[config.mk]
export PLATFORM = sky130hd
export DESIGN_NAME = flash_utest_ctl
export DESIGN_NICKNAME = d
export VERILOG_FILES = /design/src/rtl/flash_utest_pkg.sv /design/src/rtl/flash_utest_unlock.sv /design/src/rtl/flash_utest_fields.sv /design/src/rtl/flash_utest_readback.sv /design/src/rtl/flash_utest_ctl.sv
export SDC_FILE = /design/constraint.sdc
export NUM_CORES = 1
export LEC_CHECK = 0
export BUFFER_PORTS_ARGS = -buffer_cell sky130_fd_sc_hd__buf_2
export CORE_ASPECT_RATIO = 1.2
export CORE_UTILIZATION = 41
export CTS_BUF_LIST = sky130_fd_sc_hd__clkbuf_4
export DETAILED_ROUTE_END_ITERATION = 8
export PLACE_DENSITY_LB_ADDON = 0.15
export SYNTH_ARGS = -nofsm -noshare
export SYNTH_HDL_FRONTEND = slang
export SYNTH_SLANG_ARGS = --single-unit
[constraint.sdc]
create_clock -name clk -period 2.5 [get_ports clk]
set_clock_uncertainty 0.15 [all_clocks]
set_input_delay 0.75 -clock clk [delete_from_list [all_inputs] [get_ports clk]]
set_output_delay 0.75 -clock clk [all_outputs]
set_load 0.05 [all_outputs]
[src/rtl/flash_utest_pkg.sv]
package flash_utest_pkg;

  localparam int REG_W = 32;
  localparam int SYN_W = 8;

  // bit positions inside the register image
  localparam int B_TEN  = 31;
  localparam int B_CORR = 30;
  localparam int B_SYN  = 16;
  localparam int B_ALGO = 9;
  localparam int B_MEN  = 5;
  localparam int B_MVAL = 4;
  localparam int B_ECHK = 3;
  localparam int B_CSEL = 2;
  localparam int B_CEN  = 1;
  localparam int B_DONE = 0;

  localparam logic [REG_W-1:0] UNLOCK_KEY = 32'hF9F9_9999;

  typedef struct packed {
    logic             corr_obs;
    logic [SYN_W-1:0] syn;
    logic             margin_en;
    logic             margin_val;
    logic             ecc_chk_en;
    logic             chk_sel;
    logic             chk_en;
  } utest_fields_t;

endpackage

[src/rtl/flash_utest_unlock.sv]
module flash_utest_unlock
  import flash_utest_pkg::*;
#(
  parameter logic [REG_W-1:0] KEY = UNLOCK_KEY
) (
  input  logic             clk,
  input  logic             rst_n,
  input  logic             wr_en,
  input  logic [REG_W-1:0] wdata,
  input  logic             pgm_req,
  input  logic             ers_req,
  input  logic             chk_done,
  input  logic             chk_en_q,
  input  logic             ecc_chk_q,
  output logic             ten_q,
  output logic             field_we,
  output logic             clr_ok
);

  logic key_hit;
  logic key_take;
  logic clr_req;

  always_comb begin
    key_hit  = wr_en && (wdata == KEY);
    key_take = key_hit && !pgm_req && !ers_req;
    clr_req  = wr_en && !key_hit && ten_q && !wdata[B_TEN];
    clr_ok   = clr_req && chk_done && !chk_en_q && !ecc_chk_q;
    field_we = wr_en && !key_hit && ten_q;
  end

  always_ff @(posedge clk or negedge rst_n) begin
    if (!rst_n)        ten_q <= 1'b0;
    else if (key_take) ten_q <= 1'b1;
    else if (clr_ok)   ten_q <= 1'b0;
  end

  // enable never rises without the key on the write port
  p_set_by_key_r2: assert property (@(posedge clk) disable iff (!rst_n)
    (!ten_q && !(wr_en && wdata == KEY)) |=> !ten_q);

  // key refused while program or erase pending
  p_key_blocked_r3: assert property (@(posedge clk) disable iff (!rst_n)
    (!ten_q && wr_en && wdata == KEY && (pgm_req || ers_req)) |=> !ten_q);

  // enable holds unless the check engine is idle and disarmed
  p_clear_guard_r4: assert property (@(posedge clk) disable iff (!rst_n)
    (ten_q && !(chk_done && !chk_en_q && !ecc_chk_q)) |=> ten_q);

endmodule

[src/rtl/flash_utest_fields.sv]
module flash_utest_fields
  import flash_utest_pkg::*;
(
  input  logic             clk,
  input  logic             rst_n,
  input  logic             field_we,
  input  logic             clr_ok,
  input  logic             chk_done,
  input  logic             ten_q,
  input  logic [REG_W-1:0] wdata,
  output utest_fields_t    f_q
);

  utest_fields_t f_d;

  always_comb begin
    f_d = f_q;
    if (field_we) begin
      f_d.corr_obs   = wdata[B_CORR];
      f_d.syn        = wdata[B_SYN +: SYN_W];
      f_d.margin_val = wdata[B_MVAL];
      f_d.chk_sel    = wdata[B_CSEL];
      if (chk_done) f_d.margin_en = wdata[B_MEN];
      if (clr_ok) begin
        f_d.chk_en     = 1'b0;
        f_d.ecc_chk_en = 1'b0;
      end else begin
        f_d.chk_en     = wdata[B_CEN];
        f_d.ecc_chk_en = wdata[B_ECHK];
      end
    end
  end

  always_ff @(posedge clk or negedge rst_n) begin
    if (!rst_n) f_q <= '0;
    else        f_q <= f_d;
  end

  // nothing moves while the test mode is off
  p_locked_r6: assert property (@(posedge clk) disable iff (!rst_n)
    !ten_q |=> $stable(f_q));

  // margin enable frozen while the check engine is busy
  p_margin_gate_r7: assert property (@(posedge clk) disable iff (!rst_n)
    !chk_done |=> $stable(f_q.margin_en));

  // a clearing write leaves both check enables low
  p_clear_noset_r5: assert property (@(posedge clk) disable iff (!rst_n)
    clr_ok |=> (!f_q.chk_en && !f_q.ecc_chk_en));

endmodule

[src/rtl/flash_utest_readback.sv]
module flash_utest_readback
  import flash_utest_pkg::*;
(
  input  logic             rd_en,
  input  logic             ten_q,
  input  utest_fields_t    f_q,
  input  logic             algo_sts,
  input  logic             chk_done,
  output logic [REG_W-1:0] rdata
);

  logic [REG_W-1:0] image;

  always_comb begin
    image                 = '0;
    image[B_TEN]          = ten_q;
    image[B_CORR]         = f_q.corr_obs;
    image[B_SYN +: SYN_W] = f_q.syn;
    image[B_ALGO]         = algo_sts;
    image[B_MEN]          = f_q.margin_en;
    image[B_MVAL]         = f_q.margin_val;
    image[B_ECHK]         = f_q.ecc_chk_en;
    image[B_CSEL]         = f_q.chk_sel;
    image[B_CEN]          = f_q.chk_en;
    image[B_DONE]         = chk_done;
    rdata                 = rd_en ? image : '0;
  end

endmodule

[src/rtl/flash_utest_ctl.sv]
module flash_utest_ctl
  import flash_utest_pkg::*;
#(
  parameter logic [REG_W-1:0] KEY = UNLOCK_KEY
) (
  input  logic             clk,
  input  logic             rst_n,
  input  logic             wr_en,
  input  logic [REG_W-1:0] wdata,
  input  logic             rd_en,
  output logic [REG_W-1:0] rdata,
  input  logic             pgm_req,
  input  logic             ers_req,
  input  logic             chk_idle,
  input  logic             algo_sts,
  output logic             test_en,
  output logic             sib_lock,
  output logic             corr_obs_en,
  output logic [SYN_W-1:0] syndrome,
  output logic             margin_en,
  output logic             margin_val,
  output logic             ecc_chk_en,
  output logic             chk_sel,
  output logic             chk_en
);

  logic          ten_q;
  logic          field_we;
  logic          clr_ok;
  utest_fields_t f_q;

  flash_utest_unlock #(.KEY(KEY)) u_unlock (
    .clk       (clk),
    .rst_n     (rst_n),
    .wr_en     (wr_en),
    .wdata     (wdata),
    .pgm_req   (pgm_req),
    .ers_req   (ers_req),
    .chk_done  (chk_idle),
    .chk_en_q  (f_q.chk_en),
    .ecc_chk_q (f_q.ecc_chk_en),
    .ten_q     (ten_q),
    .field_we  (field_we),
    .clr_ok    (clr_ok)
  );

  flash_utest_fields u_fields (
    .clk      (clk),
    .rst_n    (rst_n),
    .field_we (field_we),
    .clr_ok   (clr_ok),
    .chk_done (chk_idle),
    .ten_q    (ten_q),
    .wdata    (wdata),
    .f_q      (f_q)
  );

  flash_utest_readback u_read (
    .rd_en    (rd_en),
    .ten_q    (ten_q),
    .f_q      (f_q),
    .algo_sts (algo_sts),
    .chk_done (chk_idle),
    .rdata    (rdata)
  );

  always_comb begin
    test_en     = ten_q;
    sib_lock    = !ten_q;
    corr_obs_en = f_q.corr_obs;
    syndrome    = f_q.syn;
    margin_en   = f_q.margin_en;
    margin_val  = f_q.margin_val;
    ecc_chk_en  = f_q.ecc_chk_en;
    chk_sel     = f_q.chk_sel;
    chk_en      = f_q.chk_en;
  end

endmodule

# Word level (Yosys, flattened, before mapping)
# Cells that the tools add are included.
[word_totals]
mem_count = 0
latch_bits = 0
rom_bits = 0
ramBits = 0
elab_cells = 32
reg_bits = 15
[op_classes]
eq_ne = 1
addsub = 0
n_reduce_logical = 18
n_lt_le_gt_ge = 0
muxes = 5
bitwise_logic = 0
multipliers = 0
shift = 0
div_mod_pow = 0
[ops]
columns = ["operator", "n"]
rows = [
  ["32-bit equality test, second input constant", 1],
  ["32-bit 2-to-1 mux", 1],
  ["1-bit logical AND", 9],
  ["1-bit logical NOT", 7],
  ["1-bit 2-to-1 mux", 4],
  ["2-bit AND reduction", 1],
  ["2-bit nonzero test", 1],
]

# Depth between registers and ports, before layout
# Gate-level depths: netlist of the first run.
[logic_depth]
depth_word = 11
mapped_depth = 5
mapped_depth_nobuf = 4

# Modules after synthesis
# Synthesis of the first run repeated with hierarchy kept, for this count alone.
[unflattened]
hier_cells = 89
hier_area_um2 = 992.2
[modules_own_cells]
columns = ["mod", "cells_each", "instances", "area_each_um2"]
rows = [
  ["flash_utest_fields", 35, 1, 573.0],
  ["flash_utest_readback", 34, 1, 250.2],
  ["flash_utest_unlock", 19, 1, 165.2],
  ["flash_utest_ctl", 1, 1, 3.8],
]

# Least setup slack after synthesis of the first run
# No wires, ideal clock.
[synth_path]
path_kind = "input port to flip-flop"
start = "input port wdata[26]"
end = "register u_fields.f_q[10] (netlist name)"
setup_slack_ns = 0.027
t_required_ns = 2.222
arrival_ns = 2.196
setup_ns = 0.128
path_buffers = 1
path_stages = 5
path_cell_list = "nand4bb_1 or4_4 o211ai_4 buf_6 mux2_1"
[synth_via]
elab_chain_cells = 5
[synth_rtl]
columns = ["element", "line_no", "source"]
rows = [
  ["start: declaration", "flash_utest_ctl.sv:9", "input logic [REG_W-1:0] wdata,"],
  ["32-bit equality test", "flash_utest_unlock.sv:25", "key_hit = wr_en && (wdata == KEY);"],
  ["1-bit logical AND", "flash_utest_unlock.sv:25", ""],
  ["1-bit logical NOT", "flash_utest_unlock.sv:29", "field_we = wr_en && !key_hit && ten_q;"],
  ["1-bit logical AND (2 in a row)", "flash_utest_unlock.sv:29", ""],
]
# Every way passes these cells.
# A chain may end at the register's enable or synchronous reset.

# Worst setup path after layout of the first run
[layout_path]
start = "input port wdata[26]"
end = "register u_fields.f_q[4] (netlist name)"
[layout_via]
elab_chain_cells = 6
[layout_rtl]
columns = ["element", "line_no"]
rows = [
  ["32-bit equality test", "flash_utest_unlock.sv:25"],
  ["1-bit logical AND", "flash_utest_unlock.sv:25"],
  ["1-bit logical NOT", "flash_utest_unlock.sv:29"],
  ["1-bit logical AND (2 in a row)", "flash_utest_unlock.sv:29"],
  ["2-bit AND reduction (no line)", "n/a"],
]
# Every way passes these cells.

==> results of run 1 <==
-- power by group --
part | leakage (nW) | internal [W] | switching (W)
combinational | 0.601 | 0.0000306 | 0.0000841
sequential | 0.199 | 0.000242 | 0.00000000000432
clock | 0.0177 | 0.0000593 | 0.0000789
-- cell usage in the layout, fill, tap and decap left out --
master	instances
nand4bb_1	2
clkbuf_4	3
inv_1	4
dfrtp_1	15
nand2_1	2
or3_1	1
mux2i_1	2
buf_4	4
or4_4	1
nor3_1	1
mux2_1	12
nand4_1	3
nand4b_1	1
o211ai_4	1
conb_1	15
o2111ai_1	1
and2_1	17
o22a_1	1
clkinv_2	1
nor4bb_1	4
buf_2	72
-- logic make-up after synthesis --
logic type	after synthesis	share of synthesized area
flops	15	0.3984
compound gates	3	0.04117
simple gates	32	0.2404
mux	14	0.1647
other cells	1	0.003980
buf+inv	21	0.1514
-- metal layers --
metal,vias up,routed length [µm],global-route usage
li1,423,-,-
met1,412,839,0.1925
met2,58,1146,0.3476
met3,2,194,0.02640
met4,0,12,0.08824
met5,-,0,0
-- sequential cells by signal, summed over array words and instances, names as in the netlist --
signal	flops
u_unlock.ten_q	1
u_fields.f_q	14
-- synth_stat cells --
cell	instances	area, µm²
nand2_1	2	7.510
or4_4	1	11.26
conb_1	1	3.750
nand4_1	3	18.77
inv_1	4	15.01
nor4bb_1	4	40.04
o22a_1	1	8.760
o2111ai_1	1	8.760
dfrtp_1	15	375.4
nand4bb_1	2	22.52
mux2_1	12	135.1
nand4b_1	1	8.760
and2_1	17	106.4
nor3_1	1	5.000
buf_4	15	112.6
o211ai_4	1	21.27
mux2i_1	2	20.02
or3_1	1	6.260
buf_6	1	11.26
clkbuf_1	1	3.750
-- path summary, 6_finish.rpt --
check                      cells past startpoint  slack [ns]             from                to
max                                            6        0.21        wdata[26]   u_fields.f_q[4]
min                                            1        0.21            rst_n  u_fields.f_q[12]
max reg2reg                                    3        1.15   u_unlock.ten_q   u_fields.f_q[9]
min reg2reg                                    1        0.37  u_fields.f_q[5]   u_fields.f_q[5]
max in group asynchronous                      1        1.74            rst_n   u_fields.f_q[3]
min in group clk                               1        0.37  u_fields.f_q[5]   u_fields.f_q[5]
-- area by class of cell --
| cell class | count | share of cell area |
|---|---|---|
| Clock buffer | 3 | 0.01703 |
| Clock inverter | 1 | 0.003784 |
| Inverter | 4 | 0.01135 |
| Multi-Input combinational cell | 64 | 0.3605 |
| Sequential cell | 15 | 0.2838 |
| Tap cell | 30 | 0.02838 |
| Timing Repair Buffer | 76 | 0.2952 |
-- through the flow --
step                      setup WS [ns]  setup TNS (ns)
after global routing             0.1417               0
final                            0.2062               0
after global placement         -0.07450         -0.6556
after CTS                        0.1908               0
after detailed placement        -0.1124          -1.034
after floorplan                 0.02671               0
==> metrics.txt, run 1 <==
first-pass GRT wire length roughly 3.3 mm; outcome complete, no violations; CP arrival 2.32 ns; multi-input logic area 476.7 µm²; f_max 436.0 MHz; P_leak 0.8175 nW; DRC viols 0; final wirelength 2.192 mm; Sink Count 15; CTS Root Cell clkbuf_4; register area share after synthesis 0.3984; initial drt markers 5; gpl congestion approximately 0.69; Post-DP HPWL 1.819 mm; Worst Path Class, Setup in -> reg; Final Setup Violations 0; row count 18; Top delay family on crit path simple AND/OR/NAND/NOR gates; total power after layout 0.0004953 W; Mean Syn Cell Area 10.96 µm²; final std cells w/o fill 193; CTS H-tree depth 1; RSZ-0062 raised after global routing false; GRT Overall Usage 0.1828; Vias/cell 4.637; chip width 45.76 µm; routed len/inst 11.36 µm; cts repair resizes 0; Netlist cell types 20; min cycle time layout 2.294 ns; Fill cells 199; die area 2494 µm²; vias in the first global route 809; Final Net Count about 200; storage element area 375.4 µm²; YS warnings 0; antenna cells 0; total setup buffers inserted after CTS 0; Worst path slowest cell or4_4; hold_buf cts 0; total grt overflow 0; Final Hold Slack 0.2062 ns; DRT antenna net count 0; final core occ 0.6247; Period Utilization, post-route 0.9175; Layout Area Growth over Synthesis 40.37%; Max Buffers Root-to-Sink 2; PortBufs 72; TritonRoute pass-1 iters 2; crit-path cells buf_2, nand4bb_1, or4_4, buf_4, o2111ai_1, mux2_1; CP Buf/Inv Count 2; #FFs+latches synth 15; Initial Util 0.4450; placed cells 189; CTS tree yes; core area 2117 µm²; share of cells above drive strength 1 0.5031; CP startpoint kind input port; CP Capture Type flop; Clk Latency, worst-skew pair 0.28 ns; WP data required 2.52 ns; Max-Cap Viols 0; Die Y between 50 and 60 µm; CP max stage delay 0.57 ns; antenna violations before repair 0; mapped cell area 942.2 µm²; Worst-path clk slew approximately 0.09 ns; power per cell area ~370 nW/µm²; Hold Fails Final Rpt 0; post-route cell area 1323 µm²; Placement Cell Area 1295 µm²; Worst VDD drop around 0.26 mV; Post-Syn Instances 86; IO Pins 88; max-slew violation count 0; crit path max fanout 2; Vias 895; Hold Crit Class in -> async; Inserted Clock Buffers 3; largest net degree at the start of global routing 18
(Power assumes the default switching activity.)
==> inputs of run 2 (changes only) <==
--- a/config.mk
+++ b/config.mk
@@ -11,6 +11,8 @@
 export CTS_BUF_LIST = sky130_fd_sc_hd__clkbuf_4
 export DETAILED_ROUTE_END_ITERATION = 8
 export PLACE_DENSITY_LB_ADDON = 0.15
+export RECOVER_POWER = 100
+export SKIP_LAST_GASP = 1
 export SYNTH_ARGS = -nofsm -noshare
 export SYNTH_HDL_FRONTEND = slang
 export SYNTH_SLANG_ARGS = --single-unit
==> constraint.sdc (replaced) <==
create_clock -name clk -period 2.65 [get_ports clk]
set_clock_uncertainty 0.15 [all_clocks]
set_input_delay 0.795 -clock clk [delete_from_list [all_inputs] [get_ports clk]]
set_output_delay 0.795 -clock clk [all_outputs]
set_load 0.05 [all_outputs]
==> metrics.txt, run 2 (synthesized netlist as in run 1, its figures left out) <==
f_max 402.5 MHz; Crit Reg-Reg Startpoint u_unlock.ten_q; total setup buffers inserted after CTS 0 (unchanged); WP data required 2.65 ns (+0.13 ns); final core occ 0.5993 (-0.02541); HP Start u_fields.f_q[11]; Layout Area Growth over Synthesis 34.66%; RSZ-0062 raised after global routing false; post-route cell area 1269 µm² (-4.1%); CTS Root Cell clkbuf_4; Placement Cell Area 1280 µm² (-1.2%); number of flip-flops in the largest register 14 (unchanged); Clk Latency, worst-skew pair 0.27 ns (about the same); crit path from wdata[26]; max-slew violation count 0 (unchanged); core area 2117 µm² (unchanged); die area 2494 µm² (unchanged); Hold Path Sink u_fields.f_q[11]; leading cell type in the layout, fill and taps excluded buf_2; DRC viols 0 (unchanged); P_leak 0.7316 nW (-11%); Seq pwr share 0.485 (-0.004); Die Y 54.51 µm (unchanged); final std cells w/o fill 191 (-1.0%); Clk pwr share 0.287 (+0.008); IO Pins 88 (unchanged); Period Utilization, post-route 0.9376; Final Setup Violations 0 (unchanged); hold_buf cts 0 (unchanged); min cycle time layout 2.485 ns; Pint 0.0003256 W (-2.0%); Worst-path clk slew 0.08 ns (about the same); Inserted Clock Buffers 3 (unchanged); chip width 45.76 µm (unchanged); Worst VDD drop 0.3202 mV (+22%); Max Buffers Root-to-Sink 2 (unchanged); Worst Path Class, Setup in -> reg; sw frac 0.3093 (-0.01980); Hold Fails Final Rpt 0 (unchanged); antenna cells 0 (unchanged); routed len/inst 11.18 µm (-1.5%); CTS H-tree depth 1 (unchanged); Top reg by flops u_fields.f_q; largest net degree at the start of global routing 18 (unchanged); Final Net Count 202 (-0.98%); worst-case reg-to-reg path depth 3 (unchanged); PortBufs 72 (unchanged); max-slew headroom at the worst pin 0.4607; row count 18 (unchanged); cts repair resizes 0 (unchanged); R2R Path End u_fields.f_q[1]; WHS Path Cells 1; CTS tree yes; Vias/cell 4.576 (-1.3%); most frequent cells in the layout buf_2, clkbuf_2, and2_1, clkbuf_1; Post-DP HPWL 1.793 mm (-1.4%); P_sw 0.0001458 W (-11%); CP arrival 2.49 ns (+0.17 ns); gpl congestion 0.7054 (+2.2%); placed cells 187 (-1.1%); CP Capture Type flop; DRT antenna net count 0 (unchanged); Largest regs u_fields.f_q x14, u_unlock.ten_q x1; Hold Crit Class reg -> reg; power per cell area 371.6 nW/µm² (-0.78%); R2R setup slack 1.23 ns (+0.08 ns); Logic pwr share 0.228 (-0.004); vias in the first global route 797 (-1.5%); Vias 874 (-2.3%); crit path max fanout 5 (+3); outcome complete, no violations; TritonRoute pass-1 iters 2 (unchanged); Max-Cap Viols 0 (unchanged); antenna violations before repair 0 (unchanged); initial drt markers 1 (-4); Initial Util 0.4450 (unchanged); share of cells above drive strength 1 0.3789 (-0.1242); total grt overflow 0 (unchanged); GRT Overall Usage 0.1850 (+0.002273); first-pass GRT wire length 3.277 mm (+0.64%); actual slew at the worst max-slew pin 0.8090 ns; CP startpoint kind input port; Sink Count 15 (unchanged); final wirelength 2.136 mm (-2.6%)
run 2: critical path, cell delays in order:
cell and delay [ns]:
buf_2 0.09, nand4bb_1 0.17, or4_1 0.60, o211ai_1 0.26
clkbuf_2 0.22, mux2_1 0.35
run 2: layout make-up:
cell class | instances | area (µm²)
timing repair buffer | 74 | 351.6
sequential | 15 | 375.4
inverter | 4 | 15.01
clock buffer | 4 | 30.03
fill | 205 | 848.3
multi-input combinational | 64 | 459.2
tap | 30 | 37.54
run 2: metrics by stage:
stage               TNS (ns)  setup slack (ns)  total power (W)  hold WS (ns)
finish                     0            0.1653        0.0004715        0.3674
global route               0            0.1192        0.0004970        0.4001
CTS                        0            0.2515        0.0004797        0.2604
detailed placement   -0.1923          -0.04223        0.0003423        0.3451
global placement           0          0.002598        0.0003414        0.3381
floorplan                  0            0.1317        0.0003184        0.3494
run 2: worst max-delay path by stage:
stage                       endpoint  slack, ns  cells after the start
finish               u_fields.f_q[1]       0.17                      6
global route         u_fields.f_q[1]       0.12                      6
CTS                        rdata[20]       0.25                      3
detailed placement   u_fields.f_q[9]      -0.04                      6
global placement    u_fields.f_q[11]      0.003                      6
floorplan           u_fields.f_q[10]       0.13                      5
run 2: power groups by stage:
stage	Combinational, W	Sequential (W)	Clock (W)
2_1_floorplan	0.0000851	0.000233	0
3_3_place_gp	0.000108	0.000233	0
3_5_place_dp	0.000109	0.000233	0
4_1_cts	0.000109	0.000229	0.000142
5_1_grt	0.000116	0.000229	0.000152
6_report	0.000107	0.000229	0.000136
run 2: layer usage:
layer	track usage	vias to the layer above	wire, µm
li1	-	419	-
met1	0.2143	393	889
met2	0.3238	58	1039
met3	0.02310	4	188
met4	0.1078	0	19
met5	0	-	0
==> inputs of run 3 (changes only) <==
--- a/config.mk
+++ b/config.mk
@@ -7,6 +7,7 @@
 export LEC_CHECK = 0
 export BUFFER_PORTS_ARGS = -buffer_cell sky130_fd_sc_hd__buf_2
 export CORE_ASPECT_RATIO = 1.2
+export CORE_MARGIN = 8
 export CORE_UTILIZATION = 41
 export CTS_BUF_LIST = sky130_fd_sc_hd__clkbuf_4
 export DETAILED_ROUTE_END_ITERATION = 8
==> metrics.txt, run 3 (synthesized netlist as in run 1, its figures left out) <==
outcome complete, no violations; HP Start u_fields.f_q[13]; DRT antenna net count 0 (unchanged); Final Setup Violations 0 (unchanged); Die Y 68.51 µm (+26%); PortBufs 72 (unchanged); Period Utilization, post-route 0.9145 (-0.02314); Inserted Clock Buffers 3 (unchanged); WP data required 2.66 ns (about the same); Post-DP HPWL 2.384 mm (+33%); initial drt markers 7 (+6); antenna violations before repair 0 (unchanged); Max Buffers Root-to-Sink 2 (unchanged); Worst-path clk slew 0.09 ns (about the same); Fill cells 232 (+13%); first-pass GRT wire length 3.981 mm (+21%); post-route cell area 1277 µm² (+0.69%); Placement Cell Area 1286 µm² (+0.49%); largest net degree at the start of global routing 18 (unchanged); Initial Util 0.4216 (-0.02342); antenna cells 0 (unchanged); most frequent cells in the layout buf_2, and2_1, clkbuf_2, clkbuf_1; max-slew violation count 0 (unchanged); DRC viols 0 (unchanged); crit path max fanout 13 (+8); Clk Latency, worst-skew pair 0.27 ns (about the same); P_leak 0.7344 nW (+0.39%); CP arrival 2.43 ns (-0.06 ns); die area 4094 µm² (+64%); Top reg by flops u_fields.f_q; leading cell type in the layout, fill and taps excluded buf_2; TritonRoute pass-1 iters 2 (unchanged); Hold Fails Final Rpt 0 (unchanged); CTS H-tree depth 1 (unchanged); IO Pins 88 (unchanged); max-slew headroom at the worst pin 0.4698 (+0.009115); core area 2235 µm² (+5.6%); max layer used met4; chip width 59.76 µm (+31%); cts repair resizes 0 (unchanged); total grt overflow 0 (unchanged); vias in the first global route 974 (+22%); CP Capture Type flop; actual slew at the worst max-slew pin 0.7953 ns (-0.01367 ns); Crit Reg-Reg Startpoint u_unlock.ten_q; GRT Overall Usage 0.1253 (-0.05969); Vias 874 (unchanged); met1 wire length 994 µm (+12%); Final Hold Slack 0.3655 ns (-0.001864 ns); final wirelength 2.742 mm (+28%); power per cell area 370.9 nW/µm² (-0.19%); CTS Root Cell clkbuf_4; CP startpoint kind input port; Hold Crit Class reg -> reg; crit path from wdata[26]; total setup buffers inserted after CTS 0 (unchanged); Setup TNS Final 0 ns (unchanged); Sink Count 15 (unchanged); min cycle time layout 2.423 ns (-0.06133 ns); hold_buf cts 0 (unchanged); number of flip-flops in the largest register 14 (unchanged); CTS tree yes; routed len/inst 14.36 µm (+28%); RSZ-0062 raised after global routing false; Largest regs u_fields.f_q x14, u_unlock.ten_q x1; row count 19 (+1); Vias/cell 4.576 (unchanged); met2 wire len 1.403 mm (+35%); share of cells above drive strength 1 0.3750 (-0.003882); f_max 412.6 MHz (+2.5%); gpl congestion 0.6611 (-6.3%); Layout Area Growth over Synthesis 35.59%; met3 WL 304 µm (+62%); Worst Path Class, Setup in -> reg; Final Net Count 201 (-0.50%); Worst VDD drop 0.2731 mV (-15%); Max-Cap Viols 0 (unchanged)
## run 3: final timing paths
check / cells after the start / slack (ns) / to
min reg2reg: 1 / 0.37 / u_fields.f_q[13]
max: 6 / 0.23 / u_fields.f_q[1]
min: 1 / 0.37 / u_fields.f_q[13]
min in group asynchronous: 1 / 0.42 / u_fields.f_q[11]
max reg2reg: 3 / 1.26 / u_fields.f_q[1]
max in group asynchronous: 1 / 1.44 / u_fields.f_q[4]
## run 3: power breakdown
group	leakage [nW]	total, W	switching [W]	internal [W]
logic	0.517	0.000108	0.0000798	0.0000285
clock network	0.0184	0.000137	0.0000683	0.0000685
registers	0.199	0.000229	0.00000000000431	0.000229
total	0.734	0.000474	0.000148	0.000326
## run 3: worst max-delay path: stages
cell,delay (ns)
buf_2,0.10
nand4bb_1,0.16
or4_1,0.57
o211ai_1,0.30
buf_12,0.19
mux2_1,0.32
## run 3: area by class of cell
cell class | instances | area [µm²] | share of cell area
Multi-Input combinational cell | 64 | 459.2 | 0.3594
Sequential cell | 15 | 375.4 | 0.2938
Timing Repair Buffer | 73 | 359.1 | 0.2811
Tap cell | 31 | 38.79 | 0.03036
Clock buffer | 4 | 30.03 | 0.02351
Inverter | 4 | 15.01 | 0.01175
## run 3: metal layers
metal,up-vias,GRT usage
met5,-,0
met4,0,0.05672
met3,4,0.03896
met2,49,0.2443
met1,405,0.1155
li1,416,-
## run 3: through the flow
| stage | util | worst slack [ns] | power, W | std cells |
|---|---|---|---|---|
| 6_report | 0.5717 | 0.2266 | 0.0004738 | 191 |
| 5_1_grt | 0.5717 | 0.1329 | 0.0004937 | 191 |
| 4_1_cts | 0.5890 | 0.2400 | 0.0004818 | 191 |
| 3_5_place_dp | 0.5756 | 0.01762 | 0.0003425 | 187 |
| 3_3_place_gp | 0.5756 | 0.01407 | 0.0003411 | 187 |
| 2_1_floorplan | - | 0.1317 | 0.0003184 | 100 |
